[src/rtl/sigbuf_pkg.sv]
package sigbuf_pkg;
  localparam int unsigned DEF_CORES = 4;
  localparam int unsigned DEF_SEGS  = 4;
  localparam int unsigned DEF_NODE  = 1;

  function automatic int unsigned idw(input int unsigned n);
    return (n > 1) ? $clog2(n) : 1;
  endfunction
endpackage

[src/rtl/sigbuf_table.sv]
module sigbuf_table
  import sigbuf_pkg::*;
#(
  parameter int unsigned CORES   = DEF_CORES,
  parameter int unsigned SEGS    = DEF_SEGS,
  parameter int unsigned NODE_ID = DEF_NODE,
  localparam int unsigned CID_W   = idw(CORES),
  localparam int unsigned SEG_W   = idw(SEGS),
  localparam int unsigned STATE_W = CORES * SEGS
) (
  input  logic               clk,
  input  logic               rst_n,
  input  logic               in_vld,
  input  logic [CID_W-1:0]   in_src,
  input  logic [SEG_W-1:0]   in_seg,
  input  logic [STATE_W-1:0] clr_vec,
  input  logic               save_req,
  input  logic               restore_req,
  input  logic [STATE_W-1:0] restore_data,
  output logic [STATE_W-1:0] pend,
  output logic [STATE_W-1:0] own_mask,
  output logic               dup_err,
  output logic               save_vld,
  output logic [STATE_W-1:0] save_data
);
  logic [STATE_W-1:0] set_vec, merged, pend_d, snap_d;
  logic               accept, dup_d, save_take;

  always_comb begin
    own_mask = '0;
    for (int s = 0; s < int'(SEGS); s++) own_mask[s*CORES + NODE_ID] = 1'b1;
  end

  assign accept    = in_vld && (int'(in_src) != int'(NODE_ID));
  assign set_vec   = accept ? (STATE_W'(1) << (int'(in_seg) * CORES + int'(in_src))) : '0;
  assign merged    = (pend & ~clr_vec) | set_vec;
  assign save_take = save_req && !restore_req;

  always_comb begin
    dup_d  = |(set_vec & pend & ~clr_vec);
    snap_d = save_data;
    if (restore_req) begin
      pend_d = (restore_data & ~own_mask) | set_vec;
    end else if (save_take) begin
      pend_d = '0;
      snap_d = merged;
    end else begin
      pend_d = merged;
    end
  end

  always_ff @(posedge clk or negedge rst_n) begin
    if (!rst_n) begin
      pend      <= '0;
      dup_err   <= 1'b0;
      save_vld  <= 1'b0;
      save_data <= '0;
    end else begin
      pend      <= pend_d;
      dup_err   <= dup_d;
      save_vld  <= save_take;
      if (save_take) save_data <= snap_d;
    end
  end


  save_clear_chk: assert property (@(posedge clk) disable iff (!rst_n)
    save_vld |-> (pend == '0));

  dup_src_chk: assert property (@(posedge clk) disable iff (!rst_n)
    dup_err |-> $past(in_vld));

  own_zero_chk: assert property (@(posedge clk) disable iff (!rst_n)
    (pend & own_mask) == '0);
endmodule

[src/rtl/sigbuf_wait_ctl.sv]
module sigbuf_wait_ctl
  import sigbuf_pkg::*;
#(
  parameter int unsigned CORES   = DEF_CORES,
  parameter int unsigned SEGS    = DEF_SEGS,
  parameter int unsigned NODE_ID = DEF_NODE,
  localparam int unsigned SEG_W   = idw(SEGS),
  localparam int unsigned STATE_W = CORES * SEGS
) (
  input  logic               clk,
  input  logic               rst_n,
  input  logic               wait_req,
  input  logic [SEG_W-1:0]   wait_seg,
  input  logic               sig_req,
  input  logic               hold,
  input  logic [STATE_W-1:0] pend,
  input  logic [STATE_W-1:0] own_mask,
  output logic [STATE_W-1:0] clr_vec,
  output logic               wait_gnt,
  output logic               seg_active
);
  logic [CORES-1:0] row, own_row;
  logic             ready, issue, active_d;

  assign row     = pend[int'(wait_seg) * CORES +: CORES];
  assign own_row = own_mask[int'(wait_seg) * CORES +: CORES];
  assign ready   = &(row | own_row);
  assign issue   = wait_req && ready && !wait_gnt && !hold;
  assign clr_vec = issue ? (STATE_W'(~own_row) << (int'(wait_seg) * CORES)) : '0;

  always_comb begin
    active_d = seg_active;
    if (issue)        active_d = 1'b1;
    else if (sig_req) active_d = 1'b0;
  end

  always_ff @(posedge clk or negedge rst_n) begin
    if (!rst_n) begin
      wait_gnt   <= 1'b0;
      seg_active <= 1'b0;
    end else begin
      wait_gnt   <= issue;
      seg_active <= active_d;
    end
  end


  gnt_pulse_chk: assert property (@(posedge clk) disable iff (!rst_n)
    wait_gnt |=> !wait_gnt);

  gnt_active_chk: assert property (@(posedge clk) disable iff (!rst_n)
    wait_gnt |-> seg_active);

  gnt_cause_chk: assert property (@(posedge clk) disable iff (!rst_n)
    wait_gnt |-> $past(wait_req));
endmodule

[src/rtl/sigbuf_sig_out.sv]
module sigbuf_sig_out
  import sigbuf_pkg::*;
#(
  parameter int unsigned CORES   = DEF_CORES,
  parameter int unsigned SEGS    = DEF_SEGS,
  parameter int unsigned NODE_ID = DEF_NODE,
  localparam int unsigned CID_W  = idw(CORES),
  localparam int unsigned SEG_W  = idw(SEGS)
) (
  input  logic             clk,
  input  logic             rst_n,
  input  logic             sig_req,
  input  logic [SEG_W-1:0] sig_seg,
  output logic             out_vld,
  output logic [CID_W-1:0] out_src,
  output logic [SEG_W-1:0] out_seg
);
  logic [SEG_W-1:0] seg_d;

  assign seg_d = sig_req ? sig_seg : out_seg;

  always_ff @(posedge clk or negedge rst_n) begin
    if (!rst_n) begin
      out_vld <= 1'b0;
      out_src <= '0;
      out_seg <= '0;
    end else begin
      out_vld <= sig_req;
      out_src <= CID_W'(NODE_ID);
      out_seg <= seg_d;
    end
  end


  ring_out_chk: assert property (@(posedge clk) disable iff (!rst_n)
    sig_req |=> (out_vld && out_seg == $past(sig_seg)));
endmodule

[src/rtl/sync_sigbuf.sv]
module sync_sigbuf
  import sigbuf_pkg::*;
#(
  parameter int unsigned CORES   = DEF_CORES,
  parameter int unsigned SEGS    = DEF_SEGS,
  parameter int unsigned NODE_ID = DEF_NODE,
  localparam int unsigned CID_W   = idw(CORES),
  localparam int unsigned SEG_W   = idw(SEGS),
  localparam int unsigned STATE_W = CORES * SEGS
) (
  input  logic               clk,
  input  logic               rst_n,
  input  logic               wait_req,
  input  logic [SEG_W-1:0]   wait_seg,
  output logic               wait_gnt,
  output logic               seg_active,
  input  logic               sig_req,
  input  logic [SEG_W-1:0]   sig_seg,
  input  logic               ring_in_vld,
  input  logic [CID_W-1:0]   ring_in_src,
  input  logic [SEG_W-1:0]   ring_in_seg,
  output logic               ring_out_vld,
  output logic [CID_W-1:0]   ring_out_src,
  output logic [SEG_W-1:0]   ring_out_seg,
  output logic               dup_err,
  input  logic               save_req,
  output logic               save_vld,
  output logic [STATE_W-1:0] save_data,
  input  logic               restore_req,
  input  logic [STATE_W-1:0] restore_data
);
  logic [STATE_W-1:0] pend, own_mask, clr_vec;
  logic               hold;

  assign hold = save_req || restore_req;

  sigbuf_table #(.CORES(CORES), .SEGS(SEGS), .NODE_ID(NODE_ID)) u_table (
    .clk(clk), .rst_n(rst_n),
    .in_vld(ring_in_vld), .in_src(ring_in_src), .in_seg(ring_in_seg),
    .clr_vec(clr_vec), .save_req(save_req), .restore_req(restore_req),
    .restore_data(restore_data), .pend(pend), .own_mask(own_mask),
    .dup_err(dup_err), .save_vld(save_vld), .save_data(save_data)
  );

  sigbuf_wait_ctl #(.CORES(CORES), .SEGS(SEGS), .NODE_ID(NODE_ID)) u_wait (
    .clk(clk), .rst_n(rst_n),
    .wait_req(wait_req), .wait_seg(wait_seg), .sig_req(sig_req), .hold(hold),
    .pend(pend), .own_mask(own_mask), .clr_vec(clr_vec),
    .wait_gnt(wait_gnt), .seg_active(seg_active)
  );

  sigbuf_sig_out #(.CORES(CORES), .SEGS(SEGS), .NODE_ID(NODE_ID)) u_out (
    .clk(clk), .rst_n(rst_n),
    .sig_req(sig_req), .sig_seg(sig_seg),
    .out_vld(ring_out_vld), .out_src(ring_out_src), .out_seg(ring_out_seg)
  );


  hold_no_gnt_chk: assert property (@(posedge clk) disable iff (!rst_n)
    hold |=> !wait_gnt);
endmodule

[config.mk]
export PLATFORM = sky130hd
export DESIGN_NAME = sync_sigbuf
export DESIGN_NICKNAME = d
export VERILOG_FILES = /design/src/rtl/sigbuf_pkg.sv /design/src/rtl/sigbuf_table.sv /design/src/rtl/sigbuf_wait_ctl.sv /design/src/rtl/sigbuf_sig_out.sv /design/src/rtl/sync_sigbuf.sv
export SDC_FILE = /design/constraint.sdc
export NUM_CORES = 1
export LEC_CHECK = 0
export BUFFER_PORTS_ARGS = -buffer_cell sky130_fd_sc_hd__buf_2
export CAP_MARGIN = 20
export CORE_MARGIN = 1.5
export CORE_UTILIZATION = 28
export CTS_CLUSTER_SIZE = 10
export DETAILED_ROUTE_END_ITERATION = 16
export PLACE_DENSITY = 0.6
export SLEW_MARGIN = 10
export SYNTH_ARGS = -nofsm -noshare
export SYNTH_HDL_FRONTEND = slang
export SYNTH_SLANG_ARGS = --single-unit
[constraint.sdc]
create_clock -name clk -period 2 [get_ports clk]
set_input_delay 0.4 -clock clk [delete_from_list [all_inputs] [get_ports clk]]
set_output_delay 0.4 -clock clk [all_outputs]
set_load 0.01 [all_outputs]
==> run summary <==
Status: finished clean
Nature of the critical path endpoint: flip-flop
Yosys warning count: 0
Synthesized flop and latch total: 40
Max IR drop VDD: 0.408 mV
Area Growth Syn to Fin: 28.0%
Fill count: 659
Library cells used by synthesis: 28
Largest net degree at the start of global routing: 24
TritonCTS buffer count: 5
Inst Count DP: 326
Max-cap viol count: 0
Critical path class: flip-flop to flip-flop
ANT nets after route: 0
Initial cell density of the core: 29.0%
Highest Signal Layer: met4
Largest stage delay, worst path: 0.55 ns
Die area: 7070 um^2
FMAX: 519 MHz
CTS max path bufs: 2
I/O pin count: 56
Layout cell share with drive strength beyond 1: 29.7%
CTS tree: built
Total Wirelength: 4.90 mm
Vias in the first global route: 1676
CP Cell Sequence: or4b_4 -> or4_4 -> and4_4 -> a31oi_4 -> nand3_2
DP Wirelength: 3.58 mm
Drt first pass iters: 4
Final Hold Viols: 0
Leakage: 1.14 nW
Commonest non-fill, non-tap cell in the layout: buf_2
Synthesized cell area: 1840 um^2
Pre-CTS WS: -0.122 ns
Via/cell ratio: 4.98
Fin nets: 289
Root buffer cell: clkbuf_8
PwrDens: 742 nW/um^2
Met2 WL post-DR: 2.26 mm
Diode count: 0
Met1 wire length: 2.34 mm
Clock transition at the registers of the reported paths: 0.08 ns
Crit share post-route: 96.4%
Residual DRC: 0
Synth Instances: 198
Final setup fails: 0
Initial antenna violation count: 0
CP max FO: 5
Final Skew: 0.00774 ns
Die W: 84.1 um
First-pass GRT wire length: 8.00 mm
Type of the worst min-delay path: primary input to async pin
Worst Path Arrival: 2.11 ns
Sequential area share after synthesis: 54.4%
Fin cells: 336
Core area: 6350 um^2
Post-CTS Hold Buffers: 0
Grt ovf: 0
Worst-Skew Late Latency: 0.30 ns
Row cnt: 29
CP bufs+invs: 0
CP Data Required Time: 2.18 ns
I/O Buffers: 50
GPL Wtd Cong: 0.880
H-tree depth: 2
Net count after synthesis: 229
Total Routing Usage GR: 14.4%
Detail Route met3 WL: 262 um
Most frequent cells in the layout: 50 x buf_2, 40 x dfrtp_1, 27 x nand2_1, 22 x nor2_1, 22 x o21ai_0
Syn Area/Cell: 9.30 um^2
Clock sink count: 40
Routed WL per cell: 14.6 um
Pins over their slew limit: 0
Fin worst setup slack: 0.0727 ns
CP max stage cell: or4_4
Initial DRC count: 73
Cell family with most CP delay: simple AND/OR/NAND/NOR gates
Fin crit period: 1.93 ns
Total power: 1.75 mW
Setup crit start kind: flip-flop
DR vias: 1673
Die Height: 84.1 um
==> state kept, by name, indices dropped and copies added, names as in the netlist <==
signal,cells
u_table.dup_err,1
u_wait.wait_gnt,1
u_table.save_data,16
u_wait.seg_active,1
u_table.save_vld,1
u_table.pend,16
u_out.out_vld,1
u_out.out_seg,2
u_out.out_src,1
==> cell type report <==
| class | count | area (um^2) | share of cell area [%] |
|---|---|---|---|
| inverter | 4 | 15.0 | 0.637 |
| tap | 77 | 96.3 | 4.09 |
| timing repair buffer | 61 | 345 | 14.7 |
| multi-input combinational | 146 | 811 | 34.4 |
| sequential | 40 | 1000 | 42.5 |
| clock inverter | 3 | 18.8 | 0.797 |
| clock buffer | 5 | 68.8 | 2.92 |
==> worst paths after layout <==
| check | from | endpoint | cells after the start | slack (ns) |
|---|---|---|---|---|
| max in group asynchronous | rst_n | u_wait.wait_gnt | 2 | 1.48 |
| worst min register to register | u_table.pend[1] | u_table.save_data[1] | 2 | 0.47 |
| worst max register to register | u_wait.wait_gnt | u_table.dup_err | 5 | 0.07 |
| worst max-delay path | u_wait.wait_gnt | u_table.dup_err | 5 | 0.07 |
| min in group clk | sig_req | u_out.out_vld | 1 | 0.26 |
| worst min-delay path | rst_n | u_table.save_data[2] | 1 | 0.03 |
==> logic make-up after synthesis <==
kind of cell / count (synthesis) / share of synthesized area [%]
simple gates: 87 / 23.8
compound gates: 51 / 15.4
flops: 40 / 54.4
buf+inv: 12 / 2.65
mux: 6 / 3.40
other cells: 2 / 0.408
==> per-layer routing <==
layer	vias to the layer above	GRT usage, %
met3	5	3.86
met1	814	19.2
li1	810	-
met5	-	0
met4	0	4.77
met2	44	22.6
==> timing repair <==
item,CTS,global route
endpoints found under the hold margin,0,0
setup buffers,0,2
resized for setup,0,2
cloned,0,0
pin swaps,4,2
endpoints found under the setup margin,1,2
==> metrics by stage <==
stage	hold WS, ns	utilization, %	area, um^2	setup TNS [ns]
after floorplan	0.104	-	1840	0
after global placement	0.374	35.2	2230	-0.109
after detailed placement	0.382	35.2	2230	-0.253
after CTS	0.0613	36.6	2320	-0.00445
after global routing	0.0777	37.1	2360	-0.0197
final	0.0346	37.1	2360	0
==> cells in the mapped netlist <==
master     n  share of area [%]
nand3b_1   2               0.82
buf_4      1               0.41
or4_4      1               0.61
a31oi_1    2               0.68
and4_4     1               0.61
clkbuf_1   7                1.4
or2_2      1               0.34
dfrtp_1   40                 54
inv_1      4               0.82
mux2i_1    4                2.2
nor3_1     6                1.6
nor2b_1    4                1.4
and2_1     1               0.34
nand4b_1   2               0.95
nand2_1   27                5.5
and3_1     1               0.34
nand4_1    2               0.68
nand2b_1   6                2.0
nor2_1    22                4.5
mux2_2     2                1.2
a21oi_1   17                4.6
nand3_1    6                1.6
o21ai_0   22                6.0
a211oi_1  10                4.1
nor4b_1    1               0.48
nor3b_1    3                1.2
or4b_4     1               0.75
conb_1     2               0.41
==> power breakdown <==
group / internal (mW) / leakage, nW / switching [mW]
Combinational: 0.125 / 0.581 / 0.163
Clock: 0.243 / 0.0479 / 0.296
Sequential: 0.876 / 0.510 / 0.0448
Total: 1.24 / 1.14 / 0.503
No activity file was read; power rests on OpenSTA's default activity.
